$ cat src/rtl/hub_pwr_pkg.sv
package hub_pwr_pkg;

  // Strobes from the strap control to the power datapath
  typedef struct packed {
    logic strapActive;  // strap window open: pin is input, enables forced off
    logic gangMode;     // 1: shared switch and sense on port 1
  } strapCtl_t;

endpackage

$ cat src/rtl/hub_strap_ctrl.sv
module hub_strap_ctrl
  import hub_pwr_pkg::*;
#(
  parameter int STRAP_MS = 50
) (
  input  logic      clk,
  input  logic      rstN,
  input  logic      msTick,
  input  logic      modePin,
  input  logic      suspend,
  output strapCtl_t ctl,
  output logic      pinOut,
  output logic      pinOe
);

  localparam int STRAP_W = $clog2(STRAP_MS + 1);
  localparam logic [STRAP_W-1:0] LAST_TICK = STRAP_W'(STRAP_MS - 1);

  logic [1:0]         modeSync;
  logic [STRAP_W-1:0] winCnt;
  logic               strapActive;
  logic               gangReg;

  always_ff @(posedge clk or negedge rstN) begin
    if (!rstN) begin
      modeSync    <= 2'b00;
      winCnt      <= '0;
      strapActive <= 1'b1;
      gangReg     <= 1'b0;
    end else begin
      modeSync <= {modeSync[0], modePin};
      if (strapActive) begin
        // keep overwriting so the last sample before closing wins
        gangReg <= modeSync[1];
        if (msTick) begin
          if (winCnt == LAST_TICK) begin
            strapActive <= 1'b0;
          end else begin
            winCnt <= winCnt + 1'b1;
          end
        end
      end
    end
  end

  always_comb begin
    ctl.strapActive = strapActive;
    ctl.gangMode    = gangReg;
    pinOe           = ~strapActive;
    if (strapActive) begin
      pinOut = 1'b0;
    end else if (gangReg) begin
      pinOut = suspend;
    end else begin
      pinOut = ~suspend;
    end
  end

endmodule

$ cat src/rtl/hub_oc_debounce.sv
module hub_oc_debounce #(
  parameter int DEB_TICKS = 4
) (
  input  logic clk,
  input  logic rstN,
  input  logic msTick,
  input  logic ocActive,   // synchronised, active high
  input  logic monitorEn,  // port is watched in the current mode
  input  logic clr,
  output logic reported
);

  localparam int DEB_W = $clog2(DEB_TICKS + 1);
  localparam logic [DEB_W-1:0] LAST_CNT = DEB_W'(DEB_TICKS - 1);

  logic [DEB_W-1:0] holdCnt;

  always_ff @(posedge clk or negedge rstN) begin
    if (!rstN) begin
      holdCnt  <= '0;
      reported <= 1'b0;
    end else if (clr || !monitorEn) begin
      holdCnt  <= '0;
      reported <= 1'b0;
    end else if (!ocActive) begin
      holdCnt <= '0;
    end else if (msTick && !reported) begin
      if (holdCnt == LAST_CNT) begin
        reported <= 1'b1;
        holdCnt  <= '0;
      end else begin
        holdCnt <= holdCnt + 1'b1;
      end
    end
  end

endmodule

$ cat src/rtl/hub_pwr_datapath.sv
module hub_pwr_datapath
  import hub_pwr_pkg::*;
#(
  parameter int NUM_PORTS = 4,
  parameter int DEB_TICKS = 4
) (
  input  logic                 clk,
  input  logic                 rstN,
  input  logic                 msTick,
  input  strapCtl_t            ctl,
  input  logic [NUM_PORTS-1:0] ocN,
  input  logic [NUM_PORTS-1:0] pwrReq,
  input  logic [NUM_PORTS-1:0] ocClr,
  output logic [NUM_PORTS-1:0] pwrEnN,
  output logic [NUM_PORTS-1:0] ocStat
);

  logic [NUM_PORTS-1:0] ocMeta;
  logic [NUM_PORTS-1:0] ocSync;
  logic [NUM_PORTS-1:0] portLive;
  logic [NUM_PORTS-1:0] enNext;
  logic                 anyReq;

  always_ff @(posedge clk or negedge rstN) begin
    if (!rstN) begin
      ocMeta <= '1;
      ocSync <= '1;
    end else begin
      ocMeta <= ocN;
      ocSync <= ocMeta;
    end
  end

  assign anyReq = |pwrReq;

  for (genvar p = 0; p < NUM_PORTS; p++) begin : gPort
    if (p == 0) begin : gPrimary
      assign portLive[p] = 1'b1;
      always_comb begin
        if (ctl.strapActive) begin
          enNext[p] = 1'b0;
        end else if (ctl.gangMode) begin
          enNext[p] = anyReq & ~ocStat[p];
        end else begin
          enNext[p] = pwrReq[p] & ~ocStat[p];
        end
      end
    end else begin : gSecondary
      assign portLive[p] = ~ctl.gangMode;
      always_comb begin
        if (ctl.strapActive || ctl.gangMode) begin
          enNext[p] = 1'b0;
        end else begin
          enNext[p] = pwrReq[p] & ~ocStat[p];
        end
      end
    end

    hub_oc_debounce #(
      .DEB_TICKS(DEB_TICKS)
    ) u_deb (
      .clk      (clk),
      .rstN     (rstN),
      .msTick   (msTick),
      .ocActive (~ocSync[p]),
      .monitorEn(portLive[p]),
      .clr      (ocClr[p]),
      .reported (ocStat[p])
    );
  end

  always_ff @(posedge clk or negedge rstN) begin
    if (!rstN) begin
      pwrEnN <= '1;
    end else begin
      pwrEnN <= ~enNext;
    end
  end

endmodule

$ cat src/rtl/hub_port_power.sv
module hub_port_power
  import hub_pwr_pkg::*;
#(
  parameter int NUM_PORTS = 4,
  parameter int STRAP_MS  = 50,
  parameter int DEB_TICKS = 4
) (
  input  logic                 clk,
  input  logic                 rstN,
  input  logic                 msTick,
  input  logic [NUM_PORTS-1:0] ocN,
  input  logic [NUM_PORTS-1:0] pwrReq,
  input  logic [NUM_PORTS-1:0] ocClr,
  input  logic                 suspend,
  input  logic                 modePin,
  output logic [NUM_PORTS-1:0] pwrEnN,
  output logic [NUM_PORTS-1:0] ocStat,
  output logic                 gangMode,
  output logic                 pinOut,
  output logic                 pinOe
);

  strapCtl_t ctl;

  hub_strap_ctrl #(
    .STRAP_MS(STRAP_MS)
  ) u_ctrl (
    .clk    (clk),
    .rstN   (rstN),
    .msTick (msTick),
    .modePin(modePin),
    .suspend(suspend),
    .ctl    (ctl),
    .pinOut (pinOut),
    .pinOe  (pinOe)
  );

  hub_pwr_datapath #(
    .NUM_PORTS(NUM_PORTS),
    .DEB_TICKS(DEB_TICKS)
  ) u_dp (
    .clk   (clk),
    .rstN  (rstN),
    .msTick(msTick),
    .ctl   (ctl),
    .ocN   (ocN),
    .pwrReq(pwrReq),
    .ocClr (ocClr),
    .pwrEnN(pwrEnN),
    .ocStat(ocStat)
  );

  assign gangMode = ctl.gangMode;

endmodule

$ cat config.mk
export PLATFORM = sky130hd
export DESIGN_NAME = hub_port_power
export DESIGN_NICKNAME = d
export VERILOG_FILES = /design/src/rtl/hub_pwr_pkg.sv /design/src/rtl/hub_strap_ctrl.sv /design/src/rtl/hub_oc_debounce.sv /design/src/rtl/hub_pwr_datapath.sv /design/src/rtl/hub_port_power.sv
export SDC_FILE = /design/constraint.sdc
export NUM_CORES = 1
export LEC_CHECK = 0
export CELL_PAD_IN_SITES_DETAIL_PLACEMENT = 0
export CELL_PAD_IN_SITES_GLOBAL_PLACEMENT = 2
export CORE_MARGIN = 2
export CORE_UTILIZATION = 38
export DETAILED_ROUTE_END_ITERATION = 12
export PLACE_DENSITY = 0.93
export SLEW_MARGIN = 20
export SYNTH_ARGS = -nofsm -noshare
export SYNTH_HDL_FRONTEND = slang
export SYNTH_HIERARCHICAL = 1
export SYNTH_SLANG_ARGS = --single-unit
$ cat constraint.sdc
create_clock -name clk -period 2.4 [get_ports clk]
set_clock_uncertainty 0.1 [all_clocks]
set_input_delay 0.36 -clock clk [delete_from_list [all_inputs] [get_ports clk]]
set_output_delay 0.36 -clock clk [all_outputs]
set_load 0.1 [all_outputs]
# ---- Word level (Yosys, flattened, before mapping)
# Cells that the tools add are included.
dict set report op_classes {
  addsub 5
  eq_ne 9
  mux 42
  n_bitwise 13
  reduce_logical 30
}
# cell count
set op_table {}
lappend op_table {{3-bit two-way mux} 16}
lappend op_table {{1-bit two-way mux} 26}
lappend op_table {{2-bit nonzero test} 8}
lappend op_table {{3-bit AND reduction} 5}
lappend op_table {{3-bit by 1-bit adder with 3-bit output (second input constant)} 4}
lappend op_table {{3-bit by 2-bit equality test with 1-bit output (second input constant)} 4}
lappend op_table {{3-bit nonzero test} 4}
lappend op_table {{2-bit != test (second input constant)} 4}
lappend op_table {{1-bit inverter} 7}
lappend op_table {{6-bit by 1-bit adder with 6-bit output (second input constant)} 1}
lappend op_table {{6-bit equality test (second input constant)} 1}
lappend op_table {{1-bit AND} 5}
lappend op_table {{1-bit logical AND} 4}
lappend op_table {{1-bit logical NOT} 4}
lappend op_table {{1-bit logical OR} 4}
lappend op_table {{4-bit inverter} 1}
lappend op_table {{4-bit OR reduction} 1}
dict set report totals {
  regBits 38
  in_bits 17
  out_inout_bits 11
  word_cells 114
}

# ---- Depth between registers and ports, before layout
# Gate-level depths: netlist of run 1.
dict set report depth {
  word_depth 5
  depth_mapped 5
  mapped_depth_nobuf 5
}

# ---- Hierarchy
# Netlist of run 1, hierarchy kept.
# module n_inst cells_per_inst area_each_um2 seq_area_each_um2
set by_module_without_submodules {}
lappend by_module_without_submodules {hub_oc_debounce 4 16 202.7 100.1}
lappend by_module_without_submodules {hub_strap_ctrl 1 38 459.2 251.5}
lappend by_module_without_submodules {hub_pwr_datapath 1 25 385.4 315.3}

# ---- Worst setup path after synthesis of run 1
# No wires, ideal clock.
dict set report synth_path {
  path_type {flip-flop to output port}
  from {reg u_ctrl.gangReg}
  to {out pinOut}
  arrival_ns 1.791
  t_required_ns 1.940
  slack_ns 0.149
  stages_incl_launch_ff 3
  n_path_buf 0
  cell_sequence {dfrtp_1 -> xor2_1 -> nor2_1}
}
dict set report synth_between {
  elab_chain_len 2
}
# item line_no
set synth_lines {}
lappend synth_lines {{start, declared} hub_strap_ctrl.sv:22} ;# logic gangReg;
lappend synth_lines {{start signal, assigned} hub_strap_ctrl.sv:34} ;# gangReg <= modeSync[1];
lappend synth_lines {{1-bit two-way mux} hub_strap_ctrl.sv:52} ;# end else if (gangReg) begin
lappend synth_lines {{1-bit two-way mux} hub_strap_ctrl.sv:50} ;# if (strapActive) begin
lappend synth_lines {{end, declared} hub_port_power.sv:19} ;# output logic pinOut,
# No other way between the ends.

# ---- Worst setup path after layout of run 1
# Same ends and word-level chain as after synthesis.

==> run metrics, run 1 <==
Post-synth EDFFs 0; total gr overflow 0; CP max-delay cell dfrtp_1; Synth warnings 6; Syn Area/Cell 13.0 um2; WHS 0.0680 ns; die area 4900 um2; WP data required around 1.9 ns; CP max stage delay 0.47 ns; worst skew pair latency between 0.2 and 0.3 ns; P per Cell Area roughly 830 nW/um2; Synth Area in Compound Gates between 10% and 20%; final setup vio count 0; final net count between 150 and 200; Fmax achieved roughly 560 MHz; Hold Vio Cnt, Final 0; clk sinks 38; Clock Power Share roughly a quarter; routed length per instance ~14 um; RSZ-0062 raised after global routing no; hpwl dp between 2000 and 2500 um; Setup crit end kind primary output; post-CTS setup buffer count 0; I/O Buffers 27; static leakage a little under 0.9 nW; Crit Path Class register to primary output; drt drc 0; CTS Buf Count 5; Comb power frac between 20% and 30%; fillers between 300 and 400; largest net degree at the start of global routing 39; first-pass GRT wire length approximately 5200 um; Root Buffer clkbuf_8; IO Count 28; most common cell in the synthesized netlist dfrtp_1; clk buf depth 2; row count 24; Reg clk slew, reported paths 0.07 ns; post-synth cell types 31; worst path bufs/invs 1; maximum VDD drop around 0.33 mV; CP cell instances xor2_1 > nor2_1 > buf_12; arrival time at the worst endpoint approximately 1.3 ns; number of DRC markers in iteration 0 56; Worst Tran Pin Value 0.833 ns; CP max FO 6; proportion of netlist area held by the largest area contributor 37.8%; Cells after Synth approximately 130; CP Depth 3; Die Ht ~70 um; adder-cell share of the synthesized area ~4.5%; reg-to-reg endpoint u_ctrl/winCnt[1]$_DFFE_PN0P_; Core Region about 4300 um2; post-cts gate resize count 0; clock period minus worst slack between 1.5 and 2 ns; P_int approximately 1.1 mW; sequential fraction of the synthesis area just under 60%; R2R Path Start u_ctrl/winCnt[2]$_DFFE_PN0P_; Design Power about 1.7 mW; ys async rst share 100%; Startpoint Class register; # diodes 0; most common library cells after synthesis 25 x dfrtp_1, 13 x dfstp_2, 11 x inv_1; Flop pwr share between 40% and 50%; area leader, netlist dfrtp_1; GRT Util Overall between 10 and 15%; CTS tree done; routed wire length slightly above 3000 um; H-tree depth 2; Core Util, Final between 40 and 50%; Synth Flop Type dfrtp_1; total vias in the final route about 1100; setup TNS 0 ns; Post-CTS Hold Buffers 0; Mapped Area 1660 um2; gpl congestion 0.770; Detail Route Antenna Nets 0; drt pass-1 iters 4; die width 70 um; Synth Register Bits 38; maxcap violations 0; vias in the first global route about 1100; main combinational cell family by area after synthesis simple AND/OR/NAND/NOR gates; CP top delay family flip-flops; multiplexer area fraction after synthesis 3.70%; Area growth syn-to-layout 23.9%; R2R cell count 3; initial antenna violation count 0; Vias/cell 5.07; Max-slew headroom about 44%; crit share post-route 74.4%; switching power about 0.57 mW; simple-gate portion of the synthesized area between 10% and 20%; worst setup path end pinOut; Critical Path Start u_ctrl/gangReg$_DFFE_PN0P_; Slew Viols, Final 0; min-delay worst type primary input to async pin; status finished, final reports clean; ratio of cells with drive above 1 in the final layout 29.8%; XOR/XNOR share of the synthesized area 2.65%; switching part of the total power approximately 34%; Initial Util 38.8%; Synth area leaders dfrtp_1 38%, dfstp_2 21%, ha_1 4.5%, nor2b_4 3.3%, nand3b_1 3.2%; R2R Setup Slk between 0.9 and 1 ns
==> worst min-delay path by stage <==
stage	end	slack (ns)	cells after the start
2_1_floorplan	u_ctrl/gangReg$_DFFE_PN0P_	-0.04	0
3_3_place_gp	u_ctrl/modeSync[1]$_DFF_PN0_	0.24	0
3_5_place_dp	u_ctrl/modeSync[1]$_DFF_PN0_	0.24	0
4_1_cts	u_dp/gPort[1].u_deb/holdCnt[2]$_DFFE_PN0P_	0.10	1
5_1_grt	u_dp/gPort[1].u_deb/holdCnt[1]$_DFFE_PN0P_	0.14	1
6_report	u_dp/gPort[0].u_deb/reported$_DFFE_PN0P_	0.07	1
==> metrics by stage <==
stage          cell area, um2  worst slack [ns]  std cells
2_1_floorplan            1660             0.149        128
3_5_place_dp             1960             0.461        205
3_3_place_gp             1960             0.539        205
5_1_grt                  2050             0.550        213
4_1_cts                  2050             0.594        213
6_report                 2050             0.615        213
==> area by class of cell <==
type | instances | area, um2 | area share (%)
sequential | 38 | 967 | 47.2
multi-input combinational | 77 | 636 | 31.0
timing repair buffer | 27 | 250 | 12.2
clock inverter | 1 | 5.00 | 0.244
clock buffer | 7 | 86.3 | 4.21
tap | 52 | 65.1 | 3.17
inverter | 11 | 41.3 | 2.01
==> flip-flops by register name, indices dropped and copies added (netlist names) <==
signal and flops:
u_dp/pwrEnN 4, u_ctrl/strapActive 1, u_ctrl/modeSync 2, u_ctrl/gangReg 1
u_ctrl/winCnt 6, u_dp/gPort.u_deb/holdCnt 12, u_dp/ocMeta 4, u_dp/ocSync 4
u_dp/gPort.u_deb/reported 4
==> metal layers <==
layer / global-route usage (%) / vias up / wire [um] / part of all wire (%)
li1: - / 502 / - / -
met1: 17.2 / 543 / 1310 / 43
met4: 5.13 / 0 / 31 / 1.0
met2: 22.2 / 29 / 1540 / 50
met5: 0 / - / 0 / 0
met3: 4.47 / 5 / 180 / 5.9
==> kinds of logic (layout without fill, tap and decap cells) <==
family / after synthesis / count (layout)
AOI/OAI and AO/OA: 21 / 21
xor gates and xnor gates: 5 / 5
adders and majority gates: 6 / 6
buffers and inverters: 13 / 46
DFF: 38 / 38
muxes: 6 / 6
other: 1 / 2
and+or+nand+nor: 37 / 37
==> cells in the final DEF (no fill, tap or decap), types with 2 or more instances in the layout <==
cell type        netlist  layout
dfrtp_1               25      25
xnor2_1                4       4
ha_1                   6       6
nand2_1                2       2
inv_1                 11      11
mux2i_1                5       5
buf_4                  2      10
conb_1                 1       2
nor2b_4                4       4
a41oi_1                4       4
a211oi_2               4       4
dfstp_2               13      13
nand2b_1               4       4
nand4_1                3       3
clkdlybuf4s50_1        0      15
nor2_1                 8       8
a21oi_2                4       4
nand3b_1               7       7
clkbuf_8               0       6
nor3b_1                4       4
a211oi_1               4       4
==> power groups by stage <==
stage / Combinational (mW) / Sequential [mW] / Clock (mW)
6_report: 0.438 / 0.824 / 0.439
5_1_grt: 0.473 / 0.836 / 0.491
4_1_cts: 0.444 / 0.822 / 0.454
3_5_place_dp: 0.443 / 0.833 / 0
3_3_place_gp: 0.423 / 0.828 / 0
2_1_floorplan: 0.280 / 0.865 / 0
No activity file was read; power rests on OpenSTA's default activity.
==> run 2, diff against run 1 <==
--- a/config.mk
+++ b/config.mk
@@ -8,9 +8,9 @@
 export CELL_PAD_IN_SITES_DETAIL_PLACEMENT = 0
 export CELL_PAD_IN_SITES_GLOBAL_PLACEMENT = 2
 export CORE_MARGIN = 2
-export CORE_UTILIZATION = 38
+export CORE_UTILIZATION = 35
 export DETAILED_ROUTE_END_ITERATION = 12
-export PLACE_DENSITY = 0.93
+export PLACE_DENSITY = 0.88
 export SLEW_MARGIN = 20
 export SYNTH_ARGS = -nofsm -noshare
 export SYNTH_HDL_FRONTEND = slang
==> constraint.sdc (replaced) <==
create_clock -name clk -period 1.74 [get_ports clk]
set_clock_uncertainty 0.1 [all_clocks]
set_input_delay 0.261 -clock clk [delete_from_list [all_inputs] [get_ports clk]]
set_output_delay 0.261 -clock clk [all_outputs]
set_load 0.1 [all_outputs]
==> run metrics, run 2 (same netlist as run 1, synthesis figures left out) <==
Core Util, Final between 40% and 50%; min-delay worst type primary input to async pin; vias in the first global route 1145; Critical Path Start u_ctrl/gangReg$_DFFE_PN0P_; routed length per instance roughly 14 um; Reg clk slew, reported paths roughly 0.07 ns; post-cts gate resize count 0; CP max-delay cell dfrtp_2; Die Ht just over 70 um; # diodes 0; final net count 185; most frequent cells in the layout 24 x dfrtp_1, 16 x clkdlybuf4s50_1, 13 x dfstp_2, 12 x buf_12, 11 x inv_1; P_int ~1.6 mW; WP data required about 1.4 ns; Comb power frac 28.3%; routed wire length approximately 2900 um; CP max FO 6; R2R Path Start u_ctrl/winCnt[2]$_DFFE_PN0P_; Biggest register u_dp/gPort.u_deb/holdCnt; first-pass GRT wire length 5200 um; Clock Power Share a little under a quarter; I/O Buffers 27; die area approximately 5300 um2; Initial Util around 36%; maxcap violations 0; met3 GRT Util 4.14%; IO Count 28; WHS approximately 0.25 ns; setup TNS 0 ns; final setup vio count 0; Flop pwr share around 49%; P per Cell Area about 1100 nW/um2; hpwl dp about 2200 um; met1 usage about 17%; clock period minus worst slack 1.61 ns; gpl congestion approximately 0.77; status finished, final reports clean; most common cell after layout, fill and taps aside dfrtp_1; total vias in the final route about 1100; Detail Route Antenna Nets 0; CTS tree done; Hold Vio Cnt, Final 0; Core Region 4630 um2; Slew Viols, Final 0; post-CTS setup buffer count 0; total gr overflow 0; Setup crit end kind primary output; Startpoint Class register; clk sinks 38; GRT busiest layer met2; GRT Util Overall 13.0%; initial antenna violation count 0; CTS Buf Count 5; drt drc 0; Regs by FF count u_dp/gPort.u_deb/holdCnt x12, u_ctrl/winCnt x6; CP max stage delay approximately 0.47 ns; row count 25; drt pass-1 iters 4; switching power roughly 0.78 mW; Vias/cell a little under 5; Root Buffer clkbuf_8; switching part of the total power ~33%; Crit Path Class register to primary output; CP cell instances xor2_1 > nor2_2 > buf_12; largest net degree at the start of global routing 39; die width ~73 um; static leakage between 0.9 and 1 nW; max reg flops 12; Fmax achieved roughly 620 MHz; R2R Setup Slk around 0.33 ns; worst skew pair latency about 0.28 ns; maximum VDD drop 0.547 mV; number of DRC markers in iteration 0 between 70 and 80; clk buf depth 2; met2 global-route usage 20.9%; RSZ-0062 raised after global routing no; Area growth syn-to-layout 32.9%; Post-CTS Hold Buffers 0; crit share post-route just over 90%; ratio of cells with drive above 1 in the final layout 30.2%; arrival time at the worst endpoint between 1 and 1.5 ns; H-tree depth 2
run 2: changes by cell type in the layout (fill, tap and decap cells not counted), sizes merged:
cell           before  now
buf                12   13
clkdlybuf4s50      15   16
clkinv              1    0
run 2: cell type report:
class                      count  area, um2
sequential                    38        968
tap                           54       67.6
clock buffer                   7       76.3
multi-input combinational     77        638
inverter                      11       41.3
fill                         420       2430
timing repair buffer          29        408
run 2: final timing paths:
| path | endpoint | depth (start not counted) |
|---|---|---|
| min | u_dp/gPort[3].u_deb/holdCnt[1]$_DFFE_PN0P_ | 2 |
| min in group clk | u_dp/ocSync[1]$_DFF_PN1_ | 0 |
| max reg2reg | u_ctrl/winCnt[1]$_DFFE_PN0P_ | 3 |
| max | pinOut | 3 |
| max in group asynchronous | u_dp/ocSync[0]$_DFF_PN1_ | 2 |
| min reg2reg | u_dp/ocSync[1]$_DFF_PN1_ | 0 |
run 2: through the flow:
stage          power (mW)  instance area, um2  std cells  setup slack [ns]
5_1_grt              2.50                2200        216            0.0491
6_report             2.36                2200        216             0.127
2_1_floorplan        1.58                1660        128            0.0497
4_1_cts              2.39                2200        216            0.0544
3_5_place_dp         1.83                2120        209            0.0752
3_3_place_gp         1.81                2120        209             0.124
run 2: critical path, delay by kind of cell (launching register included):
| kind | cells | cell delay, ns |
|---|---|---|
| flip-flops | 1 | 0.47 |
| XOR/XNOR | 1 | 0.19 |
| buffers and inverters | 1 | 0.19 |
| AND/OR/NAND/NOR | 1 | 0.13 |
run 2: layer usage:
metal  vias to the layer above  share of wire (%)
li1                        510                  -
met2                        19                 50
met5                         -                  0
met1                       524                 45
met4                         0                1.2
met3                         5                3.1
run 2: power groups by stage:
stage	clock [mW]	sequential, mW	combinational, mW
6_report	0.549	1.14	0.667
5_1_grt	0.620	1.17	0.718
4_1_cts	0.576	1.14	0.675
3_5_place_dp	0	1.16	0.673
3_3_place_gp	0	1.15	0.657
2_1_floorplan	0	1.19	0.388
==> run 3, diff against run 2 <==
--- a/config.mk
+++ b/config.mk
@@ -7,7 +7,6 @@
 export LEC_CHECK = 0
 export CELL_PAD_IN_SITES_DETAIL_PLACEMENT = 0
 export CELL_PAD_IN_SITES_GLOBAL_PLACEMENT = 2
-export CORE_MARGIN = 2
 export CORE_UTILIZATION = 35
 export DETAILED_ROUTE_END_ITERATION = 12
 export PLACE_DENSITY = 0.88
==> run metrics, run 3 (same netlist as run 1, synthesis figures left out) <==
initial antenna violation count 0; CTS tree done; Design Power around 2.4 mW; WHS ~0.24 ns; IO Count 28; Hold Crit Start u_ctrl/modeSync[0]$_DFF_PN0_; R2R cell count 3; fillers 400; first-pass GRT wire length 5310 um; Core Region around 4400 um2; gpl congestion roughly 0.78; total vias in the final route 1069; Hold Vio Cnt, Final 0; arrival time at the worst endpoint roughly 1.3 ns; Die Ht 70.8 um; R2R Path Start u_ctrl/winCnt[2]$_DFFE_PN0P_; static leakage approximately 0.95 nW; maxcap violations 0; Startpoint Class register; Regs by FF count u_dp/gPort.u_deb/holdCnt x12, u_ctrl/winCnt x6; Hold Path Stages 0; P per Cell Area approximately 1100 nW/um2; Detail Route Antenna Nets 0; CP max FO 6; hpwl dp roughly 2200 um; drt drc 2; GRT Util Overall roughly 14%; largest net degree at the start of global routing 22; crit share post-route a little over nine tenths; Hold Path End u_ctrl/modeSync[1]$_DFF_PN0_; vias in the first global route roughly 1200; failing checks design-rule violations; total gr overflow 0; worst skew pair latency ~0.29 ns; number of DRC markers in iteration 0 36; switching power around 0.8 mW; maximum VDD drop 0.421 mV; most frequent cells in the layout 24 x dfrtp_1, 15 x clkdlybuf4s50_1, 13 x dfstp_2, 12 x buf_12, 11 x inv_1; clk buf depth 2; most common cell after layout, fill and taps aside dfrtp_1; row count 24; reg-to-reg endpoint u_ctrl/winCnt[1]$_DFFE_PN0P_; setup TNS 0 ns; Clock Power Share between 20% and 30%; P_int about 1.6 mW; clock period minus worst slack 1.64 ns; clk sinks 38; Biggest register u_dp/gPort.u_deb/holdCnt; Initial Util a little under two fifths; status finished with violations; I/O Buffers 27; ratio of cells with drive above 1 in the final layout between 30% and 40%; Reg clk slew, reported paths around 0.070 ns; Flop pwr share between 40% and 50%; die area 5010 um2; routed length per instance 13.9 um; Area growth syn-to-layout 33.3%; R2R Setup Slk approximately 0.33 ns; H-tree depth 2; Comb power frac about 28%; min-delay worst type register to register; CTS Buf Count 5; # diodes 0; Vias/cell 4.95; Root Buffer clkbuf_8; WP data required between 1 and 1.5 ns; RSZ-0062 raised after global routing no; final setup vio count 0; drt pass-1 iters 8; Fmax achieved just over 600 MHz; final net count ~190; routed wire length 3000 um; Slew Viols, Final 0; max reg flops 12; die width between 70 and 80 um; Setup crit end kind primary output; Crit Path Class register to primary output; switching part of the total power 33.4%
-- run 3: power by group through the flow --
stage | Combinational [mW] | Sequential (mW) | Clock (mW)
final | 0.666 | 1.15 | 0.572
after global routing | 0.713 | 1.17 | 0.647
after CTS | 0.673 | 1.15 | 0.600
after detailed placement | 0.669 | 1.16 | 0
after global placement | 0.655 | 1.15 | 0
after floorplan | 0.388 | 1.19 | 0
-- run 3: layout make-up --
cell class                      instances  area, um2  area share, %
Multi-Input combinational cell         77        638           28.9
Inverter                               11       41.3           1.87
Clock buffer                            8       80.1           3.63
Timing Repair Buffer                   30        413           18.7
Sequential cell                        38        968           43.9
Tap cell                               52       65.1           2.95
-- run 3: timing repair --
item,in CTS,in global routing
hold endpoints to repair,12,0
setup buffers,0,0
gates resized for setup,0,1
setup endpoints to repair,0,1
hold buffers,1,0
-- run 3: how the worst max path moves through the flow --
stage / slack [ns] / cells after the start / end / start
3_5_place_dp: 0.08 / 5 / u_ctrl/winCnt[4]$_DFFE_PN0P_ / msTick
3_3_place_gp: 0.12 / 5 / u_ctrl/winCnt[3]$_DFFE_PN0P_ / msTick
4_1_cts: 0.02 / 3 / pinOut / u_ctrl/gangReg$_DFFE_PN0P_
2_1_floorplan: 0.05 / 2 / pinOut / u_ctrl/gangReg$_DFFE_PN0P_
6_report: 0.10 / 3 / pinOut / u_ctrl/gangReg$_DFFE_PN0P_
5_1_grt: 0.04 / 3 / pinOut / u_ctrl/gangReg$_DFFE_PN0P_
-- run 3: critical path, cell delays in order, from the launching register on --
cell and delay [ns]:
dfrtp_2 0.47, xor2_1 0.19, nor2_2 0.13, buf_12 0.19
-- run 3: metal layers --
metal,routed length (um),GRT usage [%],vias to the layer above
met1,1300,16.8,531
met2,1510,22.9,21
met5,0,0,-
li1,-,-,509
met3,121,3.85,8
met4,70,8.00,0
-- run 3: per-stage QoR --
step           worst slack, ns  instance area (um2)  std cells  util, %
3_3_place_gp             0.116                 2110        207     47.6
6_report                 0.100                 2210        216     49.6
5_1_grt                 0.0406                 2210        216     49.6
3_5_place_dp            0.0791                 2110        207     47.6
2_1_floorplan           0.0497                 1660        128        -
4_1_cts                 0.0180                 2200        216     49.6
